<file path="src/rtl/ipl_arbiter.sv">
module ipl_arbiter #(
  parameter int NUM_HW = 16,
  parameter int PC_W   = 32,
  parameter int PSW_W  = 8
) (
  input  logic                 clk,
  input  logic                 rst_n,
  input  logic [NUM_HW-1:0]    hw_req,
  input  logic                 sw_set_we,
  input  logic [4:0]           sw_set_lvl,
  input  logic                 ipl_we,
  input  logic [4:0]           ipl_wdata,
  input  logic                 rei,
  input  logic [PSW_W+4:0]     rei_psw,
  input  logic                 int_ack,
  input  logic [PC_W-1:0]      pc_in,
  input  logic [PSW_W-1:0]     psw_in,
  output logic                 irq,
  output logic [4:0]           irq_lvl,
  output logic [4:0]           cur_ipl,
  output logic [15:0]          sw_pend,
  output logic [PC_W-1:0]      saved_pc,
  output logic [PSW_W+4:0]     saved_psw
);
  localparam int LW    = 5;
  localparam int NLVL  = 1 << LW;
  localparam int NSW   = NLVL / 2;

  logic [NSW-1:0]  hw_ext;
  logic [NLVL-1:0] pend;
  logic [LW-1:0]   top;
  logic            take;
  logic [NSW-1:0]  sw_clr, sw_set;

  assign hw_ext = NSW'(hw_req);
  assign pend   = {hw_ext, sw_pend[NSW-1:1], 1'b0};

  always_comb begin
    top = '0;
    for (int i = 1; i < NLVL; i++)
      if (pend[i]) top = LW'(i);
  end

  assign irq_lvl = top;
  assign irq     = top > cur_ipl;
  assign take    = int_ack && irq;
  assign sw_clr  = (take && !top[LW-1]) ? (NSW'(1) << top[LW-2:0]) : '0;
  assign sw_set  = (sw_set_we && !sw_set_lvl[LW-1] && sw_set_lvl != '0)
                   ? (NSW'(1) << sw_set_lvl[LW-2:0]) : '0;

  always_ff @(posedge clk) begin
    if (!rst_n) begin
      cur_ipl   <= '0;
      sw_pend   <= '0;
      saved_pc  <= '0;
      saved_psw <= '0;
    end else begin
      sw_pend <= (sw_pend & ~sw_clr) | sw_set;
      if (take) begin
        cur_ipl   <= top;
        saved_pc  <= pc_in;
        saved_psw <= {psw_in, cur_ipl};
      end else if (rei) begin
        cur_ipl <= rei_psw[LW-1:0];
      end else if (ipl_we) begin
        cur_ipl <= ipl_wdata;
      end
    end
  end

  p_accept_level_r5: assert property (@(posedge clk) disable iff (!rst_n)
    int_ack && irq |=> cur_ipl == $past(irq_lvl) && saved_pc == $past(pc_in)
      && saved_psw[LW-1:0] == $past(cur_ipl));

  p_ignore_ack_r7: assert property (@(posedge clk) disable iff (!rst_n)
    int_ack && !irq && !rei && !ipl_we |=> $stable(cur_ipl) && $stable(saved_pc));

  p_rei_restore_r9: assert property (@(posedge clk) disable iff (!rst_n)
    rei && !(int_ack && irq) |=> cur_ipl == $past(rei_psw[LW-1:0]));

  p_write_r8: assert property (@(posedge clk) disable iff (!rst_n)
    ipl_we && !rei && !(int_ack && irq) |=> cur_ipl == $past(ipl_wdata));

  p_sw_post_r2: assert property (@(posedge clk) disable iff (!rst_n)
    sw_set_we && sw_set_lvl != 0 && sw_set_lvl < 16 |=> sw_pend[$past(sw_set_lvl[3:0])]);

  p_bit0_r2: assert property (@(posedge clk) disable iff (!rst_n) !sw_pend[0]);

  p_hw_wins_r4: assert property (@(posedge clk) disable iff (!rst_n)
    |hw_req |-> irq_lvl >= 16);
endmodule

</file>
<file path="config.mk">
export PLATFORM = sky130hd
export DESIGN_NAME = ipl_arbiter
export DESIGN_NICKNAME = d
export VERILOG_FILES = /design/src/rtl/ipl_arbiter.sv
export SDC_FILE = /design/constraint.sdc
export NUM_CORES = 1
export LEC_CHECK = 0
export ABC_AREA = 1
export BUFFER_PORTS_ARGS = -buffer_cell sky130_fd_sc_hd__buf_4
export CAP_MARGIN = 30
export CORE_MARGIN = 5
export CORE_UTILIZATION = 46
export CTS_CLUSTER_SIZE = 8
export DETAILED_ROUTE_END_ITERATION = 10
export PLACE_DENSITY = 0.9
export SYNTH_ARGS = -nofsm -noshare
export SYNTH_HDL_FRONTEND = slang
export SYNTH_SLANG_ARGS = --single-unit
</file>
<file path="constraint.sdc">
create_clock -name clk -period 4.6 [get_ports clk]
set_clock_uncertainty 0.1 [all_clocks]
set_input_delay 0 -clock clk [delete_from_list [all_inputs] [get_ports clk]]
set_output_delay 0 -clock clk [all_outputs]
set_load 0.1 [all_outputs]
</file>
==> impl_metrics.csv <==
group,metric,value,unit
critical_path,critical_path_arrival,4.22,ns
place,portBuffers,148,
drt,drt_pre_antenna_iters,5,
synthesis,library_cell_with_the_highest_instance_count_after_synthesis,"sky130_fd_sc_hd__nand2_1",
power,power.total,1740,uW
cells_and_area,fill_cells,450,
cells_and_area,n_antenna_cell,0,
synthesis,synthArstFlopShare,0,
drt,drt_iter0_markers,175,
die,die_area,8530,sq um
synthesis,post_synth.cell_area_avg,6.80,sq um
power,p_seq_frac,0.362,
global_route,grtUsageTotal,0.267,
power,p_comb_frac,0.342,
sta,timing_worst_slew_pin_value,0.594,ns
clock_network,numClockSinks,66,
power,power_frac_clock,0.296,
drt,via_per_inst,5.22,
critical_path,cp.required,4.75,ns
clock_network,clock_tree.root_cell,"sky130_fd_sc_hd__clkbuf_8",
global_route,grtUsageMet3,0.0999,
sta,grt_setup_unrepaired,"false",
worst_hold_path,holdPathStages,5,
die,num_rows,30,
drt,drtAntennaViolNets,0,
synthesis,netlist_area,3120,sq um
synthesis,synth_common_cells,"sky130_fd_sc_hd__nand2_1, sky130_fd_sc_hd__dfxtp_1, sky130_fd_sc_hd__a21oi_1",
clock_network,cts.repair_timing.setup_buffer_count,0,
sta,finalMaxSlewViolations,0,
power,ir_drop,0.258,mV
power,p_switching,680,uW
clock_network,cts_buffer_count,9,
power,power_report.internal_total,1060,uW
clock_network,clock_tree.buffer_depth,2,
worst_hold_path,min_from,"rei_psw[2]",
critical_path,ff2ff_setup_slack,0.53,ns
global_route,overflow,0,
critical_path,slowest_stage_cell_crit_path,"sky130_fd_sc_hd__dlygate4sd3_1",
power,pwrdens,342,nW/um^2
global_route,grt_most_used_layer,"met2",
place,detailedPlace.worstSlack,0.532,ns
critical_path,ff2ff_path_depth,41,
synthesis,synth-seq-area-share,0.424,
die,height_of_the_die,92.3,um
synthesis,synth.lib_cells_used.distinct,26,
drt,detail_route.wl_per_cell,15.2,um
synthesis,yosysTopAreaCell,"sky130_fd_sc_hd__dfxtp_1",
power,power_switching_share,0.391,
critical_path,critical_path.startpoint_type,"flop",
synthesis,ys_top_cells_by_area,"sky130_fd_sc_hd__dfxtp_1, sky130_fd_sc_hd__nand2_1, sky130_fd_sc_hd__a21oi_1, sky130_fd_sc_hd__inv_1, sky130_fd_sc_hd__nor2_1",
global_route,first_pass_grt_wire_length,18400,um
global_route,antenna_found_initial,0,
critical_path,r2r_end,"cur_ipl[3]",
synthesis,yosys.area.top_type_share,0.424,
critical_path,crit_top_cell,"sky130_fd_sc_hd__nand2_1",
clock_network,cts_tree,"done",
clock_network,clk_pin_slew_worst_paths,0.09,ns
synthesis,synth-seq-cells,66,
synthesis,synthFlopType,"sky130_fd_sc_hd__dfxtp_1",
synthesis,post_synth_fa_ha_maj_area_fraction,0.0201,
die,effective_utilization_at_floorplan,0.467,
drt,post-route-drc-count,0,
place,place.gp.congestion,0.911,
synthesis,complex_gate_fraction_of_the_synthesized_area,0.178,
die,io-pin-count,157,
job,max-cap-violations,0,
sta,period_minus_slack,4.07,ns
synthesis,synth_enable_flop_cells,0,
cells_and_area,nets,747,
critical_path,critical_path.max_stage_delay,0.57,ns
synthesis,synth_fp_nets,549,
die,core_area,6680,sq um
synthesis,ys_warn_count,0,
run_status,run_status,"complete, no violations",
global_route,number_of_global_route_vias_before_repair,3902,
worst_hold_path,worstHoldPathType,"in -> reg",
critical_path,endpoint_kind,"flop",
synthesis,cell_count_after_synthesis,459,
critical_path,r2r-start,"sw_pend[2]",
synthesis,post_synth_mux_area_share,0.00682,
sta,finalWorstSetupSlack,0.532,ns
global_route,gr-usage-met1,0.291,
sta,timing.final.hold_violations,0,
sta,slew_headroom,0.604,
critical_path,timing.critical_path.fanout_max,49,
synthesis,synth_top_family_by_area,"simple AND/OR/NAND/NOR gates",
sta,clock.fmax,0.246,GHz
drt,routed-via-count,3870,
power,leakage,0.00236,uW
die,die_width,92.3,um
clock_network,clock_latency,0.34,ns
global_route,grt_start_max_net_pins,50,
place,dp.final_hpwl,7100,um
cells_and_area,area_delta_synth_final,63.2,%
sta,final-setup-viol-count,0,
synthesis,synth_simple_gate_area_share,0.276,
clock_network,clock_tree.htree_level_count,3,
global_route,grtUsageMet2,0.457,
worst_hold_path,min_delay_worst_endpoint,"cur_ipl[2]",
cells_and_area,drive_gt1_frac,0.299,
synthesis,synthXorXnorAreaFrac,0,
critical_path,crit_type,"reg -> reg",
cells_and_area,final_util,0.762,
sta,fin_crit_sh,0.884,
drt,routed_wl,11300,um
==> per-stage QoR <==
stage	TNS, ns	instances	hold WS (ns)	cell area [sq um]
after CTS	0	742	0.000856	5070
after global placement	0	670	0.151	4280
after floorplan	-0.301	459	0.0383	3130
after detailed placement	0	671	0.163	4310
final	0	742	0.0224	5090
after global routing	0	742	0.0354	5090
==> power by group through the flow <==
| stage | sequential (uW) | clock, uW | combinational [uW] |
|---|---|---|---|
| floorplan | 893 | 0 | 140 |
| global placement | 639 | 0 | 531 |
| detailed placement | 641 | 0 | 542 |
| CTS | 628 | 524 | 582 |
| global route | 634 | 552 | 625 |
| finish | 630 | 516 | 594 |
==> logic make-up (layout without fill, tap and decap cells) <==
kind of cell / Yosys count / in the layout
AO/OA/AOI/OAI: 97 / 97
flip-flops: 66 / 66
multiplexers: 2 / 2
AND/OR/NAND/NOR: 212 / 212
adder cells (fa/ha/maj): 5 / 5
buffers and inverters: 77 / 280
==> critical path: cells and delay by family, from the launching register on <==
family,cells,cell delay [ns]
adders and majority gates,1,0.28
DFF,1,0.33
AOI/OAI and AO/OA,3,0.43
and+or+nand+nor,32,1.83
buffers and inverters,5,1.00
==> flip-flops by register name (all words and copies together) (netlist names) <==
| register | count |
|---|---|
| sw_pend | 16 |
| saved_psw | 13 |
| cur_ipl | 5 |
| saved_pc | 32 |
==> layer usage <==
layer	share of wire	routed length, um	vias to the layer above
met1	0.37	4230	1778
met5	0	0	-
met3	0.10	1150	40
li1	-	-	1869
met4	0.031	352	0
met2	0.49	5560	183
==> layout by cell type, fill, tap and decap left out, types with 2 or more instances in the layout <==
cell and count:
sky130_fd_sc_hd__a21oi_1 58, sky130_fd_sc_hd__buf_4 150, sky130_fd_sc_hd__o21bai_1 7, sky130_fd_sc_hd__ha_1 5
sky130_fd_sc_hd__dfxtp_1 56, sky130_fd_sc_hd__nand4_1 12, sky130_fd_sc_hd__nand2_2 2, sky130_fd_sc_hd__clkbuf_8 11
sky130_fd_sc_hd__nor2_1 30, sky130_fd_sc_hd__dfxtp_2 10, sky130_fd_sc_hd__o21ai_0 11, sky130_fd_sc_hd__o21ai_1 4
sky130_fd_sc_hd__nand3_1 18, sky130_fd_sc_hd__o211ai_1 3, sky130_fd_sc_hd__inv_2 8, sky130_fd_sc_hd__clkinv_1 2
sky130_fd_sc_hd__nor3_1 5, sky130_fd_sc_hd__a31oi_1 4, sky130_fd_sc_hd__dlygate4sd3_1 55, sky130_fd_sc_hd__nand2_1 144
sky130_fd_sc_hd__a21oi_2 7, sky130_fd_sc_hd__inv_1 47, sky130_fd_sc_hd__clkinvlp_4 3
==> worst max-delay path by stage <==
| stage | startpoint | endpoint | cells past startpoint |
|---|---|---|---|
| 2_1_floorplan | sw_pend[1] | sw_pend[12] | 43 |
| 5_1_grt | sw_pend[2] | cur_ipl[1] | 41 |
| 3_3_place_gp | sw_pend[2] | cur_ipl[4] | 42 |
| 3_5_place_dp | sw_pend[2] | cur_ipl[4] | 42 |
| 6_report | sw_pend[2] | cur_ipl[3] | 41 |
| 4_1_cts | sw_pend[2] | cur_ipl[1] | 41 |
==> what timing repair did <==
| item | in CTS | in global routing |
|---|---|---|
| hold buffers | 55 | 0 |
| setup endpoints to repair | 0 | 31 |
| resized for setup | 0 | 5 |
| endpoints found under the hold margin | 64 | 0 |
==> final cells by class <==
cell class | count | area, sq um | share of cell area
clock buffer | 11 | 151 | 0.0297
multi-input combinational | 316 | 1510 | 0.296
timing repair buffer | 207 | 1720 | 0.339
clock inverter | 5 | 61.3 | 0.0120
inverter | 57 | 214 | 0.0420
tap | 80 | 100 | 0.0197
sequential | 66 | 1330 | 0.262
No activity file was read; power rests on OpenSTA's default activity.
